<file path="src/rtl/cube_pkg.sv">
// Shared types for the cube-map face coordinate unit.
// Assumes IEEE-754 style words: sign in the top bit, then exponent, then mantissa.
package cube_pkg;

    // Function select encoding seen at the top-level port
    typedef enum logic [1:0] {
        FN_MAJOR = 2'd0,
        FN_S     = 2'd1,
        FN_T     = 2'd2,
        FN_NONE  = 2'd3
    } cube_fn_e;

    // One-hot winning face
    typedef struct packed {
        logic ax_x;
        logic ax_y;
        logic ax_z;
    } face_t;

endpackage

</file>
<file path="src/rtl/cube_face_sel.sv">
// Picks the major axis from three magnitudes (sign bits already stripped).
// Assumes the magnitudes compare as unsigned integers; ties go to z, then y.
module cube_face_sel
    import cube_pkg::*;
#(
    parameter int unsigned MAG_W = 31
) (
    input  logic [MAG_W-1:0] mag_x,
    input  logic [MAG_W-1:0] mag_y,
    input  logic [MAG_W-1:0] mag_z,
    output face_t            face
);

    logic z_ge_y, z_ge_x, y_ge_x;

    // Pairwise magnitude compares and priority resolution
    always_comb begin
        z_ge_y     = (mag_z >= mag_y);
        z_ge_x     = (mag_z >= mag_x);
        y_ge_x     = (mag_y >= mag_x);
        face.ax_z  = z_ge_y & z_ge_x;
        face.ax_y  = ~face.ax_z & y_ge_x;
        face.ax_x  = ~face.ax_z & ~face.ax_y;
    end

    // A lower-priority winner must beat the higher-priority ones strictly
    always_comb begin
        if (face.ax_x) begin
            p_x_strict_r1: assert (mag_x > mag_y && mag_x > mag_z);
        end
        if (face.ax_y) begin
            p_y_strict_r1: assert (mag_y > mag_z && mag_y >= mag_x);
        end
    end

endmodule

</file>
<file path="src/rtl/cube_fp_double.sv">
// Doubles a floating-point word by exponent increment, without a multiplier.
// Assumes: a max exponent (inf/NaN) passes through, the largest finite exponent
// saturates to a signed infinity, zero stays zero, a denormal shifts left by one.
module cube_fp_double #(
    parameter int unsigned EXP_W = 8,
    parameter int unsigned MAN_W = 23
) (
    input  logic [EXP_W+MAN_W:0] op,
    output logic [EXP_W+MAN_W:0] dbl
);

    localparam int unsigned W     = EXP_W + MAN_W + 1;
    localparam logic [EXP_W-1:0] EXP_MAX = '1;
    localparam logic [EXP_W-1:0] EXP_TOP = EXP_MAX - 1'b1;

    logic             sgn;
    logic [EXP_W-1:0] expo;
    logic [MAN_W-1:0] man;

    // Field split and doubling by case on the exponent
    always_comb begin
        sgn  = op[W-1];
        expo = op[W-2:MAN_W];
        man  = op[MAN_W-1:0];
        if (expo == EXP_MAX) begin
            dbl = op;
        end else if (expo == '0) begin
            dbl = {sgn, op[W-3:0], 1'b0};
        end else if (expo == EXP_TOP) begin
            dbl = {sgn, EXP_MAX, {MAN_W{1'b0}}};
        end else begin
            dbl = {sgn, expo + 1'b1, man};
        end
    end

    // Sign never changes; a nonzero finite value always grows in magnitude
    always_comb begin
        p_sign_kept_r2: assert (dbl[W-1] == op[W-1]);
        if (expo != EXP_MAX && op[W-2:0] != '0) begin
            p_grows_r2: assert (dbl[W-2:0] > op[W-2:0]);
        end
    end

endmodule

</file>
<file path="src/rtl/cube_coord_mux.sv">
// Forms the doubled major value, S and T for the chosen face and picks one by
// function select. Sign multiplies are sign-bit XORs; a zero counts as positive.
module cube_coord_mux
    import cube_pkg::*;
#(
    parameter int unsigned EXP_W = 8,
    parameter int unsigned MAN_W = 23
) (
    input  logic [EXP_W+MAN_W:0] vx,
    input  logic [EXP_W+MAN_W:0] vy,
    input  logic [EXP_W+MAN_W:0] vz,
    input  face_t                face,
    input  cube_fn_e             fn,
    output logic [EXP_W+MAN_W:0] res
);

    localparam int unsigned W = EXP_W + MAN_W + 1;

    logic [W-1:0] major, major_x2, s_val, t_val;
    logic         neg_x, neg_y, neg_z;

    // Effective signs: negative only when the magnitude is nonzero
    always_comb begin
        neg_x = vx[W-1] & (|vx[W-2:0]);
        neg_y = vy[W-1] & (|vy[W-2:0]);
        neg_z = vz[W-1] & (|vz[W-2:0]);
    end

    // Major component selection
    always_comb begin
        if (face.ax_z)      major = vz;
        else if (face.ax_y) major = vy;
        else                major = vx;
    end

    cube_fp_double #(.EXP_W(EXP_W), .MAN_W(MAN_W)) u_dbl (
        .op  (major),
        .dbl (major_x2)
    );

    // Per-face S and T formation
    always_comb begin
        if (face.ax_z) begin
            s_val = {vx[W-1] ^ neg_z, vx[W-2:0]};
            t_val = {~vy[W-1], vy[W-2:0]};
        end else if (face.ax_y) begin
            s_val = vx;
            t_val = {vz[W-1] ^ neg_y, vz[W-2:0]};
        end else begin
            s_val = {vz[W-1] ^ ~neg_x, vz[W-2:0]};
            t_val = {~vy[W-1], vy[W-2:0]};
        end
    end

    // Function select output mux
    always_comb begin
        unique case (fn)
            FN_MAJOR: res = major_x2;
            FN_S:     res = s_val;
            FN_T:     res = t_val;
            default:  res = '0;
        endcase
    end

    // S and T only ever carry the magnitude of an input component
    always_comb begin
        if (fn == FN_S) begin
            p_s_source_r5: assert (res[W-2:0] == vx[W-2:0] || res[W-2:0] == vz[W-2:0]);
        end
        if (fn == FN_T) begin
            p_t_source_r6: assert (res[W-2:0] == vy[W-2:0] || res[W-2:0] == vz[W-2:0]);
        end
    end

endmodule

</file>
<file path="src/rtl/cube_face_unit.sv">
// Cube-map face coordinate unit, one registered stage.
// Assumes operands are raw single-precision words; in_valid qualifies a request.
module cube_face_unit
    import cube_pkg::*;
#(
    parameter int unsigned EXP_W = 8,
    parameter int unsigned MAN_W = 23,
    localparam int unsigned W    = EXP_W + MAN_W + 1
) (
    input  logic         clk,
    input  logic         rst_n,
    input  logic         in_valid,
    input  logic [W-1:0] vec_x,
    input  logic [W-1:0] vec_y,
    input  logic [W-1:0] vec_z,
    input  logic [1:0]   func_sel,
    output logic         out_valid,
    output logic [W-1:0] res_data
);

    face_t        face;
    logic [W-1:0] res_comb;
    logic [W-1:0] res_q;
    logic         vld_q;

    cube_face_sel #(.MAG_W(W-1)) u_sel (
        .mag_x (vec_x[W-2:0]),
        .mag_y (vec_y[W-2:0]),
        .mag_z (vec_z[W-2:0]),
        .face  (face)
    );

    cube_coord_mux #(.EXP_W(EXP_W), .MAN_W(MAN_W)) u_mux (
        .vx   (vec_x),
        .vy   (vec_y),
        .vz   (vec_z),
        .face (face),
        .fn   (cube_fn_e'(func_sel)),
        .res  (res_comb)
    );

    // Output stage: load result on a request, mark it valid for one cycle
    always_ff @(posedge clk) begin
        if (!rst_n) begin
            res_q <= '0;
            vld_q <= 1'b0;
        end else begin
            vld_q <= in_valid;
            if (in_valid) res_q <= res_comb;
        end
    end

    assign out_valid = vld_q;
    assign res_data  = res_q;

    p_valid_next_r9: assert property (@(posedge clk) disable iff (!rst_n)
        in_valid |=> out_valid);
    p_idle_next_r9: assert property (@(posedge clk) disable iff (!rst_n)
        !in_valid |=> !out_valid);
    p_hold_idle_r10: assert property (@(posedge clk) disable iff (!rst_n)
        !in_valid |=> $stable(res_data));
    p_none_zero_r8: assert property (@(posedge clk) disable iff (!rst_n)
        (in_valid && func_sel == 2'd3) |=> (res_data == '0));
    p_major_ge_x_r1: assert property (@(posedge clk) disable iff (!rst_n)
        (in_valid && func_sel == 2'd0) |=> (res_data[W-2:0] >= $past(vec_x[W-2:0])));
    p_major_ge_z_r1: assert property (@(posedge clk) disable iff (!rst_n)
        (in_valid && func_sel == 2'd0) |=> (res_data[W-2:0] >= $past(vec_z[W-2:0])));

endmodule

</file>
<file path="config.mk">
export PLATFORM = sky130hd
export DESIGN_NAME = cube_face_unit
export DESIGN_NICKNAME = d
export VERILOG_FILES = /design/src/rtl/cube_pkg.sv /design/src/rtl/cube_face_sel.sv /design/src/rtl/cube_fp_double.sv /design/src/rtl/cube_coord_mux.sv /design/src/rtl/cube_face_unit.sv
export SDC_FILE = /design/constraint.sdc
export NUM_CORES = 1
export LEC_CHECK = 0
export ABC_CLOCK_PERIOD_IN_PS = 5650
export BUFFER_PORTS_ARGS = -buffer_cell sky130_fd_sc_hd__buf_2
export CAP_MARGIN = 30
export CORE_MARGIN = 4
export CORE_UTILIZATION = 43
export DETAILED_ROUTE_END_ITERATION = 12
export GPL_ROUTABILITY_DRIVEN = 0
export PLACE_DENSITY = 0.7
export SLEW_MARGIN = 10
export SYNTH_ARGS = -nofsm -noshare
export SYNTH_HDL_FRONTEND = slang
export SYNTH_SLANG_ARGS = --single-unit
</file>
<file path="constraint.sdc">
create_clock -name clk -period 5.65 [get_ports clk]
set_input_delay 1.13 -clock clk [delete_from_list [all_inputs] [get_ports clk]]
set_output_delay 1.13 -clock clk [all_outputs]
set_load 0.05 [all_outputs]
</file>
# Word-level counts from Yosys, hierarchy flattened
# Index checks and enable logic that the tools add are counted.
totals:
  in_bits: 101
  regBits: 33
  output_inout_bits: 33
op_classes:
  bitwise: 11
  eq_ne: 4
  magnitude_cmp: 3
  add_sub_neg: 1
  n_reduce_logical: 5
  n_mux: 10
op_table:
  columns: ["cell", "count"]
  rows:
  - ["$mux W32", 6]
  - ["$pmux W32 S3", 1]
  - ["$ge A31 B31 Y1", 3]
  - ["$mux W31", 3]
  - ["$reduce_or A31 Y1", 3]
  - ["$eq A8 B8 Y1 const B", 2]
  - ["$add A8 B1 Y8 const B", 1]
  - ["$logic_not A8 Y1", 1]
  - ["$and A1 B1 Y1", 5]
  - ["$not A1 Y1", 3]
  - ["$xor A1 B1 Y1", 3]
  - ["$eq A2 B1 Y1 const B", 1]
  - ["$eq A2 B2 Y1 const B", 1]
  - ["$logic_not A2 Y1", 1]

# Longest topological paths before layout
# Gate-level depths: netlist of run 1.
logic_depth:
  word_depth: 11
  depth_mapped: 15

# By module
# From an unflattened synthesis of run 1, not the netlist that was laid out.
hier_totals:
  cells_unflattened: 817
  hier_area_um2: 6231.0
by_module_without_submodules:
  columns: ["mod", "cells_each", "area_each_um2", "seq_area_each_um2", "n_inst"]
  rows:
  - ["cube_face_sel", 298, 2302.2, 0.0, 1]
  - ["cube_coord_mux", 341, 2139.6, 0.0, 1]
  - ["cube_face_unit", 105, 1270.0, 660.6, 1]
  - ["cube_fp_double", 73, 519.2, 0.0, 1]

# Worst setup path after synthesis of run 1
# No wires, ideal clock.
synth_timing:
  kind: "input port to flip-flop"
  start: "in vec_x[12]"
  end: "reg res_q[0] (netlist: res_data[0])"
  n_path_buf: 3
  setup_ps: 126
  setup_slack_ps: 1878
  cell_stages: 15
  required_time_ps: 5524
  t_arrival_ps: 3646
  path_cell_list: "inv_1 > ha_1 > a211oi_2 > nor2_1 > a211o_1 > o311a_1 > or2_1 > buf_2 > buf_2 > nand2_4 > buf_4 > mux2i_1 > o22ai_1 > a22oi_1 > o21ai_0"
synth_between:
  elab_chain_cells: 11
synth_rtl:
  columns: ["element", "line", "text"]
  rows:
  - ["start: declaration", "cube_face_unit.sv:13", "input logic [W-1:0] vec_x,"]
  - ["$ge A31 B31 Y1", "cube_face_sel.sv:19", "z_ge_x = (mag_z >= mag_x);"]
  - ["$and A1 B1 Y1", "cube_face_sel.sv:21", "face.ax_z = z_ge_y & z_ge_x;"]
  - ["$not A1 Y1", "cube_face_sel.sv:22", "face.ax_y = ~face.ax_z & y_ge_x;"]
  - ["$and A1 B1 Y1", "cube_face_sel.sv:22", null]
  - ["$mux W32", "cube_coord_mux.sv:32", "else if (face.ax_y) major = vy;"]
  - ["$mux W32", "cube_coord_mux.sv:31", "if (face.ax_z) major = vz;"]
  - ["$eq A8 B8 Y1", "cube_fp_double.sv:29", "end else if (expo == EXP_TOP) begin"]
  - ["$mux W31", "cube_fp_double.sv:29", null]
  - ["$mux W31", "cube_fp_double.sv:27", "end else if (expo == '0) begin"]
  - ["$mux W31", "cube_fp_double.sv:25", "if (expo == EXP_MAX) begin"]
  - ["$pmux W32 S3 *", "cube_coord_mux.sv:57", "unique case (fn)"]
  - ["end signal: assignment", "cube_face_unit.sv:49", "if (in_valid) res_q <= res_comb;"]
  - ["end: declaration", "cube_face_unit.sv:23", "logic [W-1:0] res_q;"]
# Every way passes the cells marked *; elsewhere a longest branch is shown, timed or not.
# A chain may end at the register's enable or synchronous reset.

# Final worst setup path of run 1
layout_timing:
  start: "in vec_x[24]"
  end: "reg res_q[21] (netlist: res_data[21])"
# The elaborated chain is that of the path after synthesis.

==> run metrics, run 1 <==
status=complete, no violations; Finished Cell Area=0.00702 mm^2; Final Critical Period=4.41 ns; CTS Sinks=33; GR Overflow Total=0; sequential area share after synthesis=10.8%; FF+latch count, synth=33; clk buf depth=2; ANT nets after route=0; CP max FO=71; Initial Util=43.9%; synth top area cells=ha_1 19%, dfxtp_1 11%, a21oi_1 8.3%; CP Class=in2reg; CP Launch Point=vec_x[24]; Primary FF master, synth=dfxtp_1; CP Launch Type=input pin; quantity of gates resized following cts=0; IO Port Bufs=133; FFs w/ async S/R, synth=0%; worst hold path type=reg2reg; Setup TNS=0 ns; share of the synthesized area in the top cell type=19.1%; Initial DRT Pass Iterations=6; power density cells=179 mW/mm^2; Cells after Synth=871; initial antenna violation count=0; CP Capture Type=flip-flop; yosys warns=0; hold-fix buffers at CTS=0; worst path required time=5.85 ns; WHS Path Cells=2; area delta synth->final=15.1%; total CTS buffers=5; Least-Margin Pin Slew=0.856 ns; Post-CTS Setup Bufs=0; Mapped Nets=1065; crit share post-route=78.1%; Vias/cell=6.47; Peak supply drop=0.000149 V; GR peak layer=met2; Synth cell types=68; leading area contributor after synthesis=ha_1; root buffer selected by CTS=clkbuf_16; Pleak=3.19 nW; total track usage=27.9%; Rows=43; Max Cap Violations=0; Final Power=1.26 mW; number of global-route vias before repair=6926; Setup violations, final=0; Max transition margin=42.8%; CORE AREA=0.0139 mm^2; die width=127 um; Post-layout nets=1164; Reg clk slew, reported paths=0.05 ns; post-place instance area=0.00686 mm^2; Fin. Hold Viols=0; Reg-to-Reg Start=res_data[27]$_SDFFE_PN0P_; CTS H-tree lvls=2; DR WL/cell=20.4 um; final slew viol count=0; DP HPWL=18200 um; cell with the most instances after synthesis=a21oi_1; Clock Skew=0 ns; min-delay src=res_data[21]$_SDFFE_PN0P_; first-pass GRT wire length=36900 um; # DRC=0; Die Span Y=127 um; DIE AREA=0.0161 mm^2; total number of vias=7463; Detailed Route Iter0 Violations=829; f_max=0.227 GHz; CTS tree=built; met2 GRT Util=46.4%; synthesized area per cell=7.00 um^2; worst-case reg-to-reg path depth=4; I/O pins=134; largest net degree at the start of global routing=72; met3 GRT Util=4.64%; mapped cell area=0.00610 mm^2; later-pin clock latency in the skew report=0.29 ns; CP arrival=4.61 ns; RSZ-0062 raised after global routing=false; met1 usage=35.7%; Post-Route WL=23500 um; share of cells above drive strength 1=17.8%; number of enable flip-flop cells after synthesis=0; Synth top cells by count=101 x a21oi_1, 93 x ha_1, 83 x o21ai_0
## logic make-up (layout without fill, tap and decap cells)
family | count (synthesis) | in the layout | share of synthesized area, %
muxes | 22 | 22 | 3.67
DFF | 33 | 33 | 10.8
AOI/OAI and AO/OA | 359 | 359 | 39.1
and+or+nand+nor | 239 | 239 | 18.8
buffers and inverters | 125 | 225 | 8.52
adders and majority gates | 93 | 93 | 19.1
other | 0 | 2 | 0
## stage by stage
stage | hold WS, ns | setup slack [ns] | utilization [%] | instances
floorplan | 0.695 | 1.88 | - | 871
global placement | 0.453 | 1.01 | 49.4 | 1142
detailed placement | 0.464 | 0.988 | 49.4 | 1142
CTS | 0.477 | 1.29 | 50.4 | 1150
global route | 0.491 | 0.957 | 50.5 | 1151
finish | 0.474 | 1.24 | 50.6 | 1153
## cell type report
class                   instances  area [um^2]
well taps                     180          225
repair buffers                147          796
flip-flops and latches         33          661
multi-input cells             713         4930
diodes                          2         5.00
fillers                      1435         6860
clock buffers                   8          136
inverters                      70          263
## where the power goes
part,internal [mW],total (mW),switching [mW]
Sequential,0.254,0.267,0.0130
Clock,0.164,0.278,0.114
Combinational,0.245,0.715,0.469
## registers in the layout, summed over array words and instances, names as in the netlist
name / flops
res_data: 32
out_valid: 1
## worst max-delay path: stages
cell,delay [ns]
buf_2,0.17
inv_1,0.09
ha_1,0.31
nand4_1,0.12
nor3_1,0.40
a22oi_1,0.16
o211ai_1,0.20
or2_4,0.61
buf_4,0.63
nand2_1,0.10
a31oi_1,0.35
a21oi_1,0.14
o211ai_1,0.16
## worst paths after layout
check                               to  slack, ns
min          res_data[21]$_SDFFE_PN0P_       0.47
min reg2reg  res_data[21]$_SDFFE_PN0P_       0.47
max          res_data[21]$_SDFFE_PN0P_       1.24
max reg2reg  res_data[27]$_SDFFE_PN0P_       4.76
## cells in the final DEF, fill, tap and decap left out, types with 15 or more instances in the layout
cell,count
o21ai_0,83
dfxtp_1,33
a31oi_1,16
ha_1,93
a22oi_1,41
nand3_1,15
nand2_1,62
nand4_1,21
mux2i_1,19
o221ai_1,48
buf_2,133
nor2_1,73
nor4_1,21
a21oi_1,101
inv_1,69
## per-layer routing
metal | up-vias | wire (um)
li1 | 3554 | -
met1 | 3417 | 9590
met2 | 407 | 10800
met3 | 85 | 2000
met4 | 0 | 1140
met5 | - | 0
Note: power is estimated with default switching activity, not from simulation.
==> inputs of run 2 (changes only) <==
--- a/config.mk
+++ b/config.mk
@@ -5,7 +5,7 @@
 export SDC_FILE = /design/constraint.sdc
 export NUM_CORES = 1
 export LEC_CHECK = 0
-export ABC_CLOCK_PERIOD_IN_PS = 5650
+export ABC_CLOCK_PERIOD_IN_PS = 4600
 export BUFFER_PORTS_ARGS = -buffer_cell sky130_fd_sc_hd__buf_2
 export CAP_MARGIN = 30
 export CORE_MARGIN = 4
==> constraint.sdc (replaced) <==
create_clock -name clk -period 4.6 [get_ports clk]
set_input_delay 0.92 -clock clk [delete_from_list [all_inputs] [get_ports clk]]
set_output_delay 0.92 -clock clk [all_outputs]
set_load 0.05 [all_outputs]
==> run metrics, run 2 (same netlist as run 1, synthesis figures left out) <==
die width=127 um; later-pin clock latency in the skew report=0.29 ns; Max Cap Violations=0; worst hold path type=reg2reg; combinational share of power=57.2%; quantity of gates resized following cts=0; total CTS buffers=5; Clock Skew=0 ns; CORE AREA=0.0139 mm^2; ANT nets after route=0; final std cells w/o fill=1157; Final Power=1.57 mW; Rows=43; DP HPWL=18700 um; Detailed Route Iter0 Violations=822; Sw Ratio=47.6%; Largest register FFs=32; CP Capture Type=flip-flop; clk buf depth=2; CP max FO=9; Die Span Y=127 um; power density cells=221 mW/mm^2; Initial Util=43.9%; final slew viol count=0; Setup violations, final=0; largest net degree at the start of global routing=65; CP max stage cell=o311a_1; Vias/cell=6.50; most frequent cells in the layout=133 x buf_2, 101 x a21oi_1, 93 x ha_1; # DRC=0; DR WL/cell=21.0 um; placed cells=1149; Peak supply drop=0.000135 V; CTS H-tree lvls=2; total track usage=28.8%; Least-Margin Pin Slew=0.997 ns; GR Overflow Total=0; NetSw=0.746 mW; DIE AREA=0.0161 mm^2; utilization after layout=51.1%; total number of vias=7525; hold-fix buffers at CTS=0; worst hold slack=0.467 ns; Final Critical Period=4.05 ns; Finished Cell Area=0.00709 mm^2; area delta synth->final=16.4%; Top delay family on crit path=compound AO/OA/AOI/OAI gates; number of diodes=0; WHS Path Cells=2; Final WS setup=0.552 ns; Fin. Hold Viols=0; first-pass GRT wire length=37800 um; status=complete, no violations; IO Port Bufs=133; CP arrival=4.19 ns; Reg clk slew, reported paths=0.06 ns; worst slack, placed=0.386 ns; Max transition margin=33.5%; CP Buf/Inv Count=3; most common cell after layout, fill and taps aside=buf_2; root buffer selected by CTS=clkbuf_16; CTS Sinks=33; I/O pins=134; worst-case reg-to-reg path depth=4; f_max=0.247 GHz; CP max stage delay=0.44 ns; CP Class=in2reg; Post-Route WL=24300 um; Flop pwr share=20.9%; clock power share=21.9%; worst path required time=4.74 ns; Int Pwr=0.823 mW; CP Depth=14; Setup TNS=0 ns; worst path cell trace=buf_2 -> inv_1 -> ha_1 -> a211oi_2 -> nor2_1 -> a211o_1 -> o311a_1 -> nor2_2 -> mux2i_1 -> a21o_1 -> a41oi_2 -> buf_4 -> a22oi_1 -> o21ai_0; number of global-route vias before repair=7175; Initial DRT Pass Iterations=6; RSZ-0062 raised after global routing=false; post-place instance area=0.00696 mm^2; initial antenna violation count=0; crit share post-route=88.0%; CTS tree=built; share of cells above drive strength 1=18.5%; Post-CTS Setup Bufs=0; Post-layout nets=1170; Pleak=3.23 nW; CP Launch Type=input pin
[run 2: cell count changes in the layout (fill, tap and decap cells not counted), sizes merged]
cell	change
diode	-2
buf	+6
clkinv	+2
clkbuf	-2
[run 2: worst min-delay path, stage by stage (launching register included)]
cell      delay, ns
dfxtp_1        0.32
nand2_1        0.05
o211ai_1       0.06
[run 2: path summary, 6_finish.rpt]
check,to,startpoint,slack (ns)
worst max register to register,res_data[27]$_SDFFE_PN0P_,res_data[27]$_SDFFE_PN0P_,3.65
worst max-delay path,res_data[2]$_SDFFE_PN0P_,vec_x[12],0.55
worst min register to register,res_data[21]$_SDFFE_PN0P_,res_data[21]$_SDFFE_PN0P_,0.47
worst min-delay path,res_data[21]$_SDFFE_PN0P_,res_data[21]$_SDFFE_PN0P_,0.47
[run 2: per-layer routing]
metal | vias to the layer above | share of wire, % | GRT usage (%)
met5 | - | 0 | 0
met3 | 96 | 8.6 | 4.35
met2 | 434 | 46 | 47.9
met4 | 0 | 5.3 | 14.6
li1 | 3552 | - | -
met1 | 3443 | 40 | 36.2
[run 2: power groups by stage]
| stage | clock (mW) | combinational, mW | sequential [mW] |
|---|---|---|---|
| final | 0.343 | 0.897 | 0.328 |
| after global routing | 0.354 | 0.979 | 0.331 |
| after CTS | 0.346 | 0.878 | 0.328 |
| after detailed placement | 0 | 0.874 | 0.334 |
| after global placement | 0 | 0.864 | 0.334 |
| after floorplan | 0 | 0.516 | 0.419 |
[run 2: layout make-up]
cell class,instances,area (um^2)
well taps,180,225
fillers,1391,6790
inverters,70,263
repair buffers,153,873
flip-flops and latches,33,661
multi-input cells,713,4930
clock inverters,2,10.0
clock buffers,6,129
==> inputs of run 3 (changes only) <==
--- a/config.mk
+++ b/config.mk
@@ -8,7 +8,7 @@
 export ABC_CLOCK_PERIOD_IN_PS = 4600
 export BUFFER_PORTS_ARGS = -buffer_cell sky130_fd_sc_hd__buf_2
 export CAP_MARGIN = 30
-export CORE_MARGIN = 4
+export CORE_MARGIN = 2
 export CORE_UTILIZATION = 43
 export DETAILED_ROUTE_END_ITERATION = 12
 export GPL_ROUTABILITY_DRIVEN = 0
==> run metrics, run 3 (same netlist as run 1, synthesis figures left out) <==
number of global-route vias before repair=6856; hold-fix buffers at CTS=0; Clock Skew=0 ns; Setup TNS=0 ns; CTS tree=built; CP max stage cell=o311ai_0; Max Cap Violations=0; worst hold path type=reg2reg; Flop pwr share=21.1%; I/O pins=134; # DRC=0; Die Span Y=123 um; CORE AREA=0.0139 mm^2; first-pass GRT wire length=36200 um; die width=123 um; root buffer selected by CTS=clkbuf_16; CTS H-tree lvls=2; CP Launch Type=input pin; total track usage=30.5%; Reg clk slew, reported paths=0.05 ns; total number of vias=7494; initial antenna violation count=0; Pleak=3.21 nW; IO Port Bufs=133; worst path cell trace=buf_2 -> inv_1 -> ha_1 -> a21oi_1 -> a31oi_1 -> o311ai_0 -> a211oi_1 -> o32ai_4 -> buf_12 -> nor2_1 -> a31oi_4 -> a41oi_2 -> buf_4 -> a22oi_1 -> o21ai_0; Post-Route WL=23100 um; power density cells=220 mW/mm^2; Least-Margin Pin Slew=0.917 ns; Initial DRT Pass Iterations=7; Post-layout nets=1167; GR Overflow Total=0; Detailed Route Iter0 Violations=723; CP max FO=39; total CTS buffers=5; Vias/cell=6.49; number of diodes=0; CP Capture Type=flip-flop; CTS Sinks=33; RSZ-0062 raised after global routing=false; Initial Util=43.9%; share of cells above drive strength 1=18.1%; DR WL/cell=20.0 um; utilization after layout=50.9%; Int Pwr=0.825 mW; Max transition margin=38.7%; DP HPWL=18000 um; Peak supply drop=0.000146 V; Fin. Hold Viols=0; clk buf depth=2; CP arrival=4.17 ns; status=complete, no violations; largest net degree at the start of global routing=73; f_max=0.247 GHz; worst path required time=4.72 ns; ANT nets after route=0; DIE AREA=0.0151 mm^2; Final Power=1.55 mW; Largest register FFs=32; most common cell after layout, fill and taps aside=buf_2; Final Critical Period=4.04 ns; final slew viol count=0; CP max stage delay=0.45 ns; crit share post-route=87.9%; later-pin clock latency in the skew report=0.28 ns; quantity of gates resized following cts=0; Sw Ratio=46.9%; NetSw=0.729 mW; area delta synth->final=15.9%; combinational share of power=57.3%; clock power share=21.6%; Setup violations, final=0; Post-CTS Setup Bufs=0; CP Class=in2reg; most frequent cells in the layout=133 x buf_2, 101 x a21oi_1, 93 x ha_1; Rows=43
## run 3: cell count changes in the layout (fill, tap and decap cells not counted)
| cell | change |
|---|---|
| clkinv_2 | -2 |
| buf_4 | -3 |
| clkbuf_1 | +2 |
## run 3: final timing paths
path	from	endpoint	slack (ns)	cells after the start
setup reg to reg	res_data[29]$_SDFFE_PN0P_	res_data[29]$_SDFFE_PN0P_	3.68	4
hold reg to reg	res_data[21]$_SDFFE_PN0P_	res_data[21]$_SDFFE_PN0P_	0.47	2
hold / removal	res_data[21]$_SDFFE_PN0P_	res_data[21]$_SDFFE_PN0P_	0.47	2
setup / recovery	vec_y[2]	res_data[11]$_SDFFE_PN0P_	0.56	15
## run 3: layout make-up
type,count,area (um^2)
tap,180,225
timing repair buffer,150,851
sequential,33,661
clock buffer,8,136
fill,1450,6810
inverter,70,263
multi-input combinational,713,4930
## run 3: through the flow
stage	worst slack [ns]	hold slack, ns	cell area [um^2]	std cells
after detailed placement	0.371	0.468	6930	1146
after CTS	0.646	0.480	7070	1154
after floorplan	1.04	0.695	6100	871
after global routing	0.380	0.504	7070	1154
after global placement	0.356	0.449	6910	1145
final	0.556	0.473	7070	1154
## run 3: power by group through the flow
stage	Clock, mW	Sequential, mW	Combinational [mW]
5_1_grt	0.352	0.330	0.975
2_1_floorplan	0	0.419	0.516
4_1_cts	0.335	0.328	0.876
3_5_place_dp	0	0.334	0.871
6_report	0.335	0.328	0.891
3_3_place_gp	0	0.334	0.859
## run 3: per-layer routing
layer	part of all wire, %	track usage (%)	up-vias	wire, um
met2	47	51.9	419	10800
met3	8.3	4.38	72	1920
met1	41	38.3	3449	9390
li1	-	-	3554	-
met5	0	0	-	0
met4	4.5	13.5	0	1050
## run 3: worst max-delay path, delay by kind of cell
kind,cells,cell delay (ns)
adder cells (fa/ha/maj),1,0.33
buffers and inverters,4,0.74
AO/OA/AOI/OAI,9,2.06
AND/OR/NAND/NOR,1,0.10
